[src/rtl/sctag_pkg.sv]
package sctag_pkg;
  typedef enum logic [1:0] {
    LS_INV = 2'b00,
    LS_SHR = 2'b01,
    LS_EXC = 2'b10,
    LS_MOD = 2'b11
  } line_st_t;
endpackage

[src/rtl/sctag_store.sv]
module sctag_store
  import sctag_pkg::*;
#(
  parameter int IDX_W = 6,
  parameter int TAG_W = 10
) (
  input  logic             clk,
  input  logic             rst,
  input  logic [IDX_W-1:0] rd_idx,
  output line_st_t         rd_state,
  output logic [TAG_W-1:0] rd_tag,
  input  logic             wr_en,
  input  logic [IDX_W-1:0] wr_idx,
  input  line_st_t         wr_state,
  input  logic             wr_tag_en,
  input  logic [TAG_W-1:0] wr_tag
);
  localparam int LINES = 1 << IDX_W;

  line_st_t         st_arr  [LINES];
  logic [TAG_W-1:0] tag_arr [LINES];

  for (genvar g = 0; g < LINES; g++) begin : g_line
    always_ff @(posedge clk) begin
      if (rst) st_arr[g] <= LS_INV;
      else if (wr_en && wr_idx == IDX_W'(g)) st_arr[g] <= wr_state;
    end
    always_ff @(posedge clk) begin
      if (wr_en && wr_tag_en && wr_idx == IDX_W'(g)) tag_arr[g] <= wr_tag;
    end
  end

  assign rd_state = st_arr[rd_idx];
  assign rd_tag   = tag_arr[rd_idx];
endmodule

[src/rtl/sctag_decide.sv]
module sctag_decide
  import sctag_pkg::*;
#(
  parameter int TAG_W = 10
) (
  input  logic             is_bus,
  input  logic             is_snp,
  input  logic             snp_kill,
  input  logic             is_mem,
  input  logic             is_write,
  input  logic             four_word,
  input  logic             atomic,
  input  logic             pass_force,
  input  logic             page_wt,
  input  logic             in_range,
  input  logic [TAG_W-1:0] req_tag,
  input  line_st_t         st,
  input  logic [TAG_W-1:0] st_tag,
  output logic             hit,
  output logic             go_local,
  output logic             go_sys,
  output logic             dirty,
  output logic             evict,
  output logic             upd_en,
  output line_st_t         upd_state,
  output logic             alloc,
  output logic             snp_hitm
);
  function automatic logic f_match(line_st_t s, logic [TAG_W-1:0] a,
                                   logic [TAG_W-1:0] b, logic rng);
    return (s != LS_INV) && (a == b) && rng;
  endfunction

  function automatic logic f_owned(line_st_t s);
    return (s == LS_EXC) || (s == LS_MOD);
  endfunction

  logic hit_c;
  logic wt_force;
  assign hit_c    = f_match(st, st_tag, req_tag, in_range);
  assign wt_force = atomic || pass_force || page_wt;

  always_comb begin
    hit = 1'b0; go_local = 1'b0; go_sys = 1'b0; dirty = 1'b0; evict = 1'b0;
    upd_en = 1'b0; upd_state = st; alloc = 1'b0; snp_hitm = 1'b0;
    if (is_snp) begin
      snp_hitm = hit_c && (st == LS_MOD);
      if (hit_c && snp_kill) begin
        upd_en = 1'b1; upd_state = LS_INV;
      end
    end else if (is_bus) begin
      dirty = is_mem && four_word && (st == LS_MOD);
      if (!is_mem || !in_range) begin
        go_sys = 1'b1;
      end else begin
        hit = hit_c;
        if (!is_write) begin
          if (atomic && hit_c && st == LS_MOD) begin
            evict = 1'b1; go_sys = 1'b1; upd_en = 1'b1; upd_state = LS_INV;
          end else if (hit_c) begin
            go_local = 1'b1;
          end else begin
            go_sys = 1'b1;
            if (four_word && !atomic) begin
              alloc = 1'b1; upd_en = 1'b1; upd_state = LS_INV;
              evict = (st == LS_MOD);
            end
          end
        end else if (hit_c && f_owned(st) && !wt_force) begin
          go_local = 1'b1;
          if (st == LS_EXC) begin
            upd_en = 1'b1; upd_state = LS_MOD;
          end
        end else begin
          go_sys = 1'b1;
        end
      end
    end
  end
endmodule

[src/rtl/sctag_fill.sv]
module sctag_fill
  import sctag_pkg::*;
#(
  parameter int IDX_W = 6,
  parameter int TAG_W = 10
) (
  input  logic             clk,
  input  logic             rst,
  input  logic             bus_seen,
  input  logic             strobe_any,
  input  logic             alloc,
  input  logic [IDX_W-1:0] alloc_idx,
  input  logic [TAG_W-1:0] alloc_tag,
  input  logic             alloc_wt,
  input  logic             fill_ok_n,
  input  logic             sys_wb,
  output logic             fill_en,
  output logic [IDX_W-1:0] fill_idx,
  output logic [TAG_W-1:0] fill_tag,
  output line_st_t         fill_state
);
  logic pend_q;
  logic wt_q;

  function automatic line_st_t f_fill_state(logic wb, logic wt);
    return (wb && !wt) ? LS_EXC : LS_SHR;
  endfunction

  assign fill_en    = pend_q && !strobe_any && !fill_ok_n;
  assign fill_state = f_fill_state(sys_wb, wt_q);

  always_ff @(posedge clk) begin
    if (rst) begin
      pend_q <= 1'b0;
    end else if (alloc) begin
      pend_q <= 1'b1;
    end else if (bus_seen || fill_en) begin
      pend_q <= 1'b0;
    end
  end

  always_ff @(posedge clk) begin
    if (alloc) begin
      fill_idx <= alloc_idx;
      fill_tag <= alloc_tag;
      wt_q     <= alloc_wt;
    end
  end
endmodule

[src/rtl/sctag_dir.sv]
module sctag_dir
  import sctag_pkg::*;
#(
  parameter int ADDR_W   = 32,
  parameter int LINE_OFF = 5,
  parameter int IDX_W    = 6,
  parameter int TAG_W    = 10
) (
  input  logic              clk,
  input  logic              rst,
  input  logic              bus_go_n,
  input  logic              snp_go_n,
  input  logic              snp_kill,
  input  logic [ADDR_W-1:3] req_addr,
  input  logic              is_mem,
  input  logic              is_write,
  input  logic              burst_n,
  input  logic              atomic_n,
  input  logic              pass_n,
  input  logic              page_wt,
  input  logic              sys_wb,
  input  logic              fill_ok_n,
  output logic              local_rdy,
  output logic              sys_start,
  output logic              line_dirty,
  output logic              evict,
  output logic              lookup_hit,
  output logic              snp_dirty_hit
);
  localparam int TAG_LO = LINE_OFF + IDX_W;
  localparam int TAG_HI = TAG_LO + TAG_W - 1;

  function automatic logic [IDX_W-1:0] f_idx(logic [ADDR_W-1:3] a);
    return a[TAG_LO-1:LINE_OFF];
  endfunction
  function automatic logic [TAG_W-1:0] f_tag(logic [ADDR_W-1:3] a);
    return a[TAG_HI:TAG_LO];
  endfunction
  function automatic logic f_in_range(logic [ADDR_W-1:3] a);
    return ~|a[ADDR_W-1:TAG_HI+1];
  endfunction

  logic             is_bus, is_snp;
  logic [IDX_W-1:0] idx;
  logic [TAG_W-1:0] tag;
  logic             in_range;
  line_st_t         st;
  logic [TAG_W-1:0] st_tag;
  logic             hit_c, go_local, go_sys, dirty_c, evict_c, upd_en, alloc, snp_hitm;
  line_st_t         upd_state;
  logic             fill_en;
  logic [IDX_W-1:0] fill_idx;
  logic [TAG_W-1:0] fill_tag;
  line_st_t         fill_state;
  logic             wr_en, wr_tag_en;
  logic [IDX_W-1:0] wr_idx;
  line_st_t         wr_state;
  logic             addr_unused;

  assign is_snp      = !snp_go_n;
  assign is_bus      = !bus_go_n && snp_go_n;
  assign idx         = f_idx(req_addr);
  assign tag         = f_tag(req_addr);
  assign in_range    = f_in_range(req_addr);
  assign addr_unused = ^req_addr[LINE_OFF-1:3];

  sctag_store #(.IDX_W(IDX_W), .TAG_W(TAG_W)) u_store (
    .clk(clk), .rst(rst), .rd_idx(idx), .rd_state(st), .rd_tag(st_tag),
    .wr_en(wr_en), .wr_idx(wr_idx), .wr_state(wr_state),
    .wr_tag_en(wr_tag_en), .wr_tag(fill_tag)
  );

  sctag_decide #(.TAG_W(TAG_W)) u_decide (
    .is_bus(is_bus), .is_snp(is_snp), .snp_kill(snp_kill), .is_mem(is_mem),
    .is_write(is_write), .four_word(!burst_n), .atomic(!atomic_n),
    .pass_force(!pass_n), .page_wt(page_wt), .in_range(in_range),
    .req_tag(tag), .st(st), .st_tag(st_tag), .hit(hit_c),
    .go_local(go_local), .go_sys(go_sys), .dirty(dirty_c), .evict(evict_c),
    .upd_en(upd_en), .upd_state(upd_state), .alloc(alloc), .snp_hitm(snp_hitm)
  );

  sctag_fill #(.IDX_W(IDX_W), .TAG_W(TAG_W)) u_fill (
    .clk(clk), .rst(rst), .bus_seen(is_bus), .strobe_any(is_bus || is_snp),
    .alloc(alloc), .alloc_idx(idx), .alloc_tag(tag), .alloc_wt(page_wt),
    .fill_ok_n(fill_ok_n), .sys_wb(sys_wb), .fill_en(fill_en),
    .fill_idx(fill_idx), .fill_tag(fill_tag), .fill_state(fill_state)
  );

  // Lookup updates and fills never share a cycle: a fill waits for a strobe-free clock.
  assign wr_en     = upd_en || fill_en;
  assign wr_idx    = upd_en ? idx : fill_idx;
  assign wr_state  = upd_en ? upd_state : fill_state;
  assign wr_tag_en = fill_en && !upd_en;

  always_ff @(posedge clk) begin
    if (rst) begin
      local_rdy <= 1'b0; sys_start <= 1'b0; line_dirty <= 1'b0;
      evict <= 1'b0; lookup_hit <= 1'b0; snp_dirty_hit <= 1'b0;
    end else begin
      local_rdy     <= go_local;
      sys_start     <= go_sys;
      line_dirty    <= dirty_c;
      evict         <= evict_c;
      lookup_hit    <= hit_c;
      snp_dirty_hit <= snp_hitm;
    end
  end
endmodule

[config.mk]
export PLATFORM = sky130hd
export DESIGN_NAME = sctag_dir
export DESIGN_NICKNAME = d
export VERILOG_FILES = /design/src/rtl/sctag_pkg.sv /design/src/rtl/sctag_store.sv /design/src/rtl/sctag_decide.sv /design/src/rtl/sctag_fill.sv /design/src/rtl/sctag_dir.sv
export SDC_FILE = /design/constraint.sdc
export NUM_CORES = 1
export LEC_CHECK = 0
export BUFFER_PORTS_ARGS = -buffer_cell sky130_fd_sc_hd__buf_2
export CAP_MARGIN = 40
export CORE_MARGIN = 1.5
export CORE_UTILIZATION = 60
export DETAILED_ROUTE_END_ITERATION = 16
export PLACE_DENSITY_LB_ADDON = 0.08
export SLEW_MARGIN = 15
export SYNTH_ARGS = -nofsm -noshare
export SYNTH_HDL_FRONTEND = slang
export SYNTH_SLANG_ARGS = --single-unit
[constraint.sdc]
create_clock -name clk -period 5.2 [get_ports clk]
set_clock_uncertainty 0.05 [all_clocks]
set_input_delay 0.26 -clock clk [delete_from_list [all_inputs] [get_ports clk]]
set_output_delay 0.26 -clock clk [all_outputs]
set_load 0.02 [all_outputs]
==> impl_metrics.ini, run 1 <==
[synth]
synth_ff_type = edfxtp_1
post_synth.cell_area_avg_um2 = 18.0
yosysSeqAreaShare_pct = 71.9
synth_area_leaders = edfxtp_1, mux4_2, mux2i_1
syn-cell-area_mm2 = 0.0330
yosysTopAreaCellShare_pct = 71.4
synth_fp_nets = 1872
synth.yosys.warnings = 0
yosysTopAreaCell = edfxtp_1
synth.distinct_cells = 79
synthCells = 1830
synth_edf_count = 785
async_reset_ff_share_pct = 0
synth-seq-cells = 792

[timing]
timing_hold_violations_final = 0
worst_slew_pin_slew_ns = 0.858
fin_crit_sh_pct = 91.2
finalCriticalPeriod_ns = 4.74
finalSetupViolCount = 0
worst_slack_ns = 0.457
rsz0062_at_grt = false
slew_headroom_pct = 42.7
fmax_ghz = 0.211
drv_slew = 0

[finish]
nNetsFinal = 2165
nFillCells = 3279
drive_gt1_share_pct = 31.6
syn_to_final_growth_pct = 17.9
design_area_mm2 = 0.0389

[clock_network]
cts_made_buffers = 80
clk_root_buffer_cell = clkbuf_16
cts.repair.resized = 0
ctsHoldBuffers = 19
cts_sinks = 792
cts_tree = yes
clk_latency_ns = 0.63
htreeDepth = 3
postCtsSetupBuffers = 0
cts_buffer_depth = 3
path_clk_slew_ns = 0.06

[floorplan]
ios = 48
dieArea_mm2 = 0.0564
core_area_mm2 = 0.0541
fp.dieH_um = 238
die_w_um = 238
start_util_pct = 61.0
rows = 85

[setup_path]
cp-end-kind = register
required_ns = 5.52
start_kind = register
reg2reg_to = u_store.tag_arr[11][5]$_DFFE_PP_
arrival_ns = 5.06
r2r_start = u_store.tag_arr[0][8]$_DFFE_PP_
reg2reg_depth = 15
cp_max_fo = 6
r2r_slack_ns = 0.46
path_class = register to register

[hold_path]
min_to = u_fill.fill_idx[3]$_DFFE_PP_
hp-class = primary input to register
hold_depth = 2
hp-start = req_addr[8]

[global_routing]
use_met1_pct = 45.5
track_usage_pct = 32.0
grt_pass1_vias = 18789
overflow = 0
grt_max_degree = 65
grt_first_pass_wirelength_um = 127000
grt_use_met2_pct = 49.3
grtUsageMet3_pct = 6.78
antenna_found_initial = 3
top_usage_layer = met2

[place]
dp_slack_ns = 0.126
gp_congestion = 0.911
placed_area_mm2 = 0.0362
hpwl_um = 58800
portBuffers = 45

[status]
outcome = completed

[pwr]
ir_worst_vdd_mv = 0.277
power_mw = 13.2
p_leak_nw = 12.9
p_per_area_mw_per_mm2 = 340

[detailed_routing]
firstDrtPassIters = 6
drtIter0Drc = 2646
routed_wl_um = 87900
num_vias = 18924
wl_per_cell_um = 30.5
vias_per_cell = 6.57
drtAntennaViolNets = 0
drcViolationCount = 0

[job]
maxCapViolCount = 0
metrics by stage:
| step | setup TNS [ns] | hold slack [ns] | utilization, % | cells |
|---|---|---|---|---|
| global placement | -0.136 | 0.411 | 66.3 | 2687 |
| finish | 0 | 0.101 | 71.9 | 2881 |
| floorplan | 0 | 0.287 | - | 1830 |
| global route | 0 | 0.0960 | 71.9 | 2880 |
| CTS | 0 | 0.0676 | 71.8 | 2878 |
| detailed placement | 0 | 0.421 | 66.9 | 2716 |
power by group:
| group | total, mW | internal [mW] | switching [mW] |
|---|---|---|---|
| Sequential | 6.97 | 6.96 | 0.0106 |
| Combinational | 0.726 | 0.327 | 0.399 |
| Clock | 5.56 | 3.19 | 2.36 |
sequential cells by signal (all words and copies together) (netlist names):
| name | flops |
|---|---|
| evict | 1 |
| line_dirty | 1 |
| local_rdy | 1 |
| lookup_hit | 1 |
| snp_dirty_hit | 1 |
| sys_start | 1 |
| u_fill.fill_idx | 6 |
| u_fill.fill_tag | 10 |
| u_fill.pend_q | 1 |
| u_fill.wt_q | 1 |
| u_store.st_arr | 128 |
| u_store.tag_arr | 640 |
worst max-delay path, stage by stage (launching register included):
cell      delay, ns
edfxtp_1       0.37
mux4_2         0.52
mux4_2         0.51
nor2_1         0.13
nor4_1         0.10
a211oi_2       0.22
buf_4          0.15
xnor2_1        0.08
or4_4          0.55
o31ai_4        0.31
inv_4          0.05
nor2_2         0.17
mux2i_2        0.64
buf_4          0.23
nor2_1         0.14
buf_4          0.27
Yosys cell counts (all sizes together) (3+ instances only):
library cell,number
a31oi,7
xor2,5
clkbuf,30
a221oi,5
nor3,18
dfxtp,7
o221ai,3
or4,3
mux2,18
a31o,3
a221o,4
a211oi,12
mux4,156
xnor2,5
nor2,237
o21bai,64
nand3b,3
buf,89
o21ai,19
nor4b,4
nor4,8
o31ai,3
nand2,67
and4b,4
nand4,4
a22o,4
a21oi,20
mux2i,113
edfxtp,785
nor2b,17
a32oi,3
nand3,17
inv,7
and2,6
o22ai,14
o21a,3
nand2b,14
a22oi,25
area by class of cell:
type	instances	area, um2	share of cell area, %
Clock buffer	112	2230	5.72
Multi-Input combinational cell	911	8550	22.0
Sequential cell	792	23700	60.9
Tap cell	696	871	2.24
Antenna cell	1	2.50	0.00643
Timing Repair Buffer	330	3240	8.34
Clock inverter	31	275	0.707
Inverter	8	32.5	0.0836
logic make-up after synthesis:
logic type	share of synthesized area, %
AOI/OAI and AO/OA	4.58
muxes	14.8
buffers and inverters	2.34
xor gates and xnor gates	0.265
DFF	71.9
and+or+nand+nor	6.15
per-layer routing:
layer / vias to the layer above / wire length [um]
met2: 1099 / 41300
met1: 9692 / 34000
met5: - / 26
met3: 207 / 9160
met4: 4 / 3490
li1: 7922 / -
how the worst max path moves through the flow:
stage | from | endpoint | slack (ns) | cells after the start
after floorplan | req_addr[5] | u_store.tag_arr[59][0]$_DFFE_PP_ | 0.68 | 17
after global placement | req_addr[5] | u_store.tag_arr[43][8]$_DFFE_PP_ | -0.01 | 15
after detailed placement | req_addr[5] | u_store.tag_arr[11][3]$_DFFE_PP_ | 0.13 | 16
after CTS | u_store.tag_arr[0][8]$_DFFE_PP_ | u_store.tag_arr[11][5]$_DFFE_PP_ | 0.52 | 15
after global routing | u_store.tag_arr[5][8]$_DFFE_PP_ | u_store.tag_arr[11][5]$_DFFE_PP_ | 0.40 | 15
final | u_store.tag_arr[0][8]$_DFFE_PP_ | u_store.tag_arr[11][5]$_DFFE_PP_ | 0.46 | 15
cell usage in the layout (no fill, tap or decap), drive strengths merged, types with 4 or more instances in the layout:
master,netlist,final
inv,7,10
xor2,5,5
a31oi,7,7
dfxtp,7,7
buf,89,310
nor3,18,18
a211oi,12,12
mux4,156,156
a221o,4,4
nand2b,14,14
a22o,4,4
bufinv,0,4
xnor2,5,5
a221oi,5,5
edfxtp,785,785
a21oi,20,20
a22oi,25,25
o22ai,14,14
mux2,18,18
o21ai,19,19
nand4,4,4
nor4b,4,4
nor2b,17,17
dlygate4sd3,0,19
nor4,8,8
and2,6,6
o21bai,64,64
nand3,17,17
and4b,4,4
clkinv,1,22
clkbuf,30,113
nor2,237,237
mux2i,113,113
nand2,67,67
No activity file was read; power rests on OpenSTA's default activity.
==> inputs of run 2 (changes only) <==
--- a/config.mk
+++ b/config.mk
@@ -11,6 +11,7 @@
 export CORE_UTILIZATION = 60
 export DETAILED_ROUTE_END_ITERATION = 16
 export PLACE_DENSITY_LB_ADDON = 0.08
+export REMOVE_ABC_BUFFERS = 1
 export SLEW_MARGIN = 15
 export SYNTH_ARGS = -nofsm -noshare
 export SYNTH_HDL_FRONTEND = slang
==> run 2 against run 1 <==
Against the previous run: combinational power up 2%; largest power group unchanged; setup slack better by 0.064 ns; critical endpoint is now u_store.st_arr[16][0]$_SDFFCE_PN0P_; non-clock buffer count up 14; clock-buffer cell count down 13.
==> impl_metrics.ini, run 2 (synthesis gave the netlist of run 1 again) <==
[status]
outcome = completed

[global_routing]
grt_first_pass_wirelength_um = 128000
grt_pass1_vias = 19049
grt_max_degree = 73
antenna_found_initial = 1
overflow = 0
track_usage_pct = 32.1

[finish]
nNetsFinal = 2178
design_area_mm2 = 0.0390
syn_to_final_growth_pct = 18.1
nFillCells = 3298
top_register = u_store.tag_arr
mostFrequentLayoutCells = edfxtp_1, buf_4, nor2_1, mux4_2, mux2i_1
antenna_cells = 0
reg_top3 = u_store.tag_arr: 640 flops, u_store.st_arr: 128 flops, u_fill.fill_tag: 10 flops
drive_gt1_share_pct = 32.6
largest_reg_flops = 640
layout_commonest_cell = edfxtp_1

[clock_network]
path_clk_slew_ns = 0.06
cts.repair.resized = 0
cts_tree = yes
htreeDepth = 3
cts_made_buffers = 79
cts_sinks = 792
ctsHoldBuffers = 18
clk_latency_ns = 0.65
clk_root_buffer_cell = clkbuf_16
postCtsSetupBuffers = 0
cts_buffer_depth = 3

[floorplan]
fp.dieH_um = 238
start_util_pct = 61.0
dieArea_mm2 = 0.0564
rows = 85
die_w_um = 238
core_area_mm2 = 0.0541
ios = 48

[setup_path]
required_ns = 5.46
cp-end-kind = register
path_class = register to register
start_kind = register
arrival_ns = 4.94
cp_max_fo = 12

[timing]
timing_hold_violations_final = 0
finalSetupViolCount = 0
rsz0062_at_grt = false
fmax_ghz = 0.214
finalCriticalPeriod_ns = 4.68
slew_headroom_pct = 40.0
worst_slew_pin_slew_ns = 0.898
fin_crit_sh_pct = 90.0
drv_slew = 0

[pwr]
ir_worst_vdd_mv = 0.333
p_per_area_mw_per_mm2 = 346
p_leak_nw = 13.0
power_mw = 13.5

[detailed_routing]
drtIter0Drc = 2357
routed_wl_um = 87900
vias_per_cell = 6.57
drcViolationCount = 0
num_vias = 19023
firstDrtPassIters = 6
drtAntennaViolNets = 0
wl_per_cell_um = 30.4

[hold_path]
hp-class = primary input to register

[place]
hpwl_um = 59200
portBuffers = 45
placed_area_mm2 = 0.0362
gp_congestion = 1.00

[job]
maxCapViolCount = 0
-- run 2: changes by cell type in the layout (fill, tap and decap cells not counted), moves of 2 or more --
cell | previous run | this run
buf_4 | 195 | 223
buf_12 | 59 | 47
clkbuf_1 | 26 | 15
clkinv_2 | 8 | 17
bufinv_16 | 4 | 9
buf_6 | 10 | 8
buf_8 | 3 | 5
clkbuf_8 | 3 | 1
-- run 2: final timing paths --
check,start,slack (ns),depth (start not counted),to
setup reg to reg,u_store.tag_arr[5][8]$_DFFE_PP_,0.52,16,u_store.st_arr[16][0]$_SDFFCE_PN0P_
hold / removal,atomic_n,0.05,3,evict$_SDFF_PP0_
setup / recovery,u_store.tag_arr[5][8]$_DFFE_PP_,0.52,16,u_store.st_arr[16][0]$_SDFFCE_PN0P_
hold reg to reg,u_fill.pend_q$_SDFFE_PP0P_,0.43,2,u_fill.pend_q$_SDFFE_PP0P_
-- run 2: worst max-delay path, stage by stage, from the launching register on --
cell      delay [ns]
edfxtp_1        0.39
mux4_2          0.50
mux4_2          0.53
nor2_1          0.12
nor4_1          0.06
buf_4           0.14
a211oi_2        0.18
buf_4           0.16
xnor2_1         0.09
nor4_2          0.37
nand3_2         0.17
mux2i_4         0.31
buf_12          0.21
buf_4           0.14
mux2_2          0.45
buf_4           0.23
o21bai_1        0.25
-- run 2: power breakdown --
group	internal (mW)	switching, mW
registers	6.96	0.0103
logic	0.335	0.407
clock network	3.40	2.38
total	10.7	2.80
-- run 2: routing by layer --
layer / track usage, % / vias up / share of wire, %
met1: 45.5 / 9695 / 39
met5: 0 / - / 0.011
met3: 8.18 / 205 / 11
met2: 48.1 / 1200 / 45
li1: - / 7921 / -
met4: 13.5 / 2 / 4.0
-- run 2: final cells by class --
cell class	count	area, um2	area share, %
multi-input cells	911	8550	21.9
well taps	696	871	2.23
clock inverters	44	467	1.20
inverters	8	32.5	0.0835
flip-flops and latches	792	23700	60.8
repair buffers	344	3180	8.17
clock buffers	99	2160	5.54
-- run 2: metrics by stage --
stage / hold slack [ns] / util, % / std cells / TNS (ns) / setup WS [ns]
final: 0.0531 / 72.0 / 2894 / 0 / 0.521
after global placement: 0.408 / 66.2 / 2697 / -0.000548 / -0.000237
after floorplan: 0.279 / - / 1711 / 0 / 0.637
after CTS: 0.00532 / 72.0 / 2893 / 0 / 0.550
after global routing: 0.0921 / 72.0 / 2894 / 0 / 0.454
after detailed placement: 0.424 / 66.8 / 2732 / 0 / 0.139
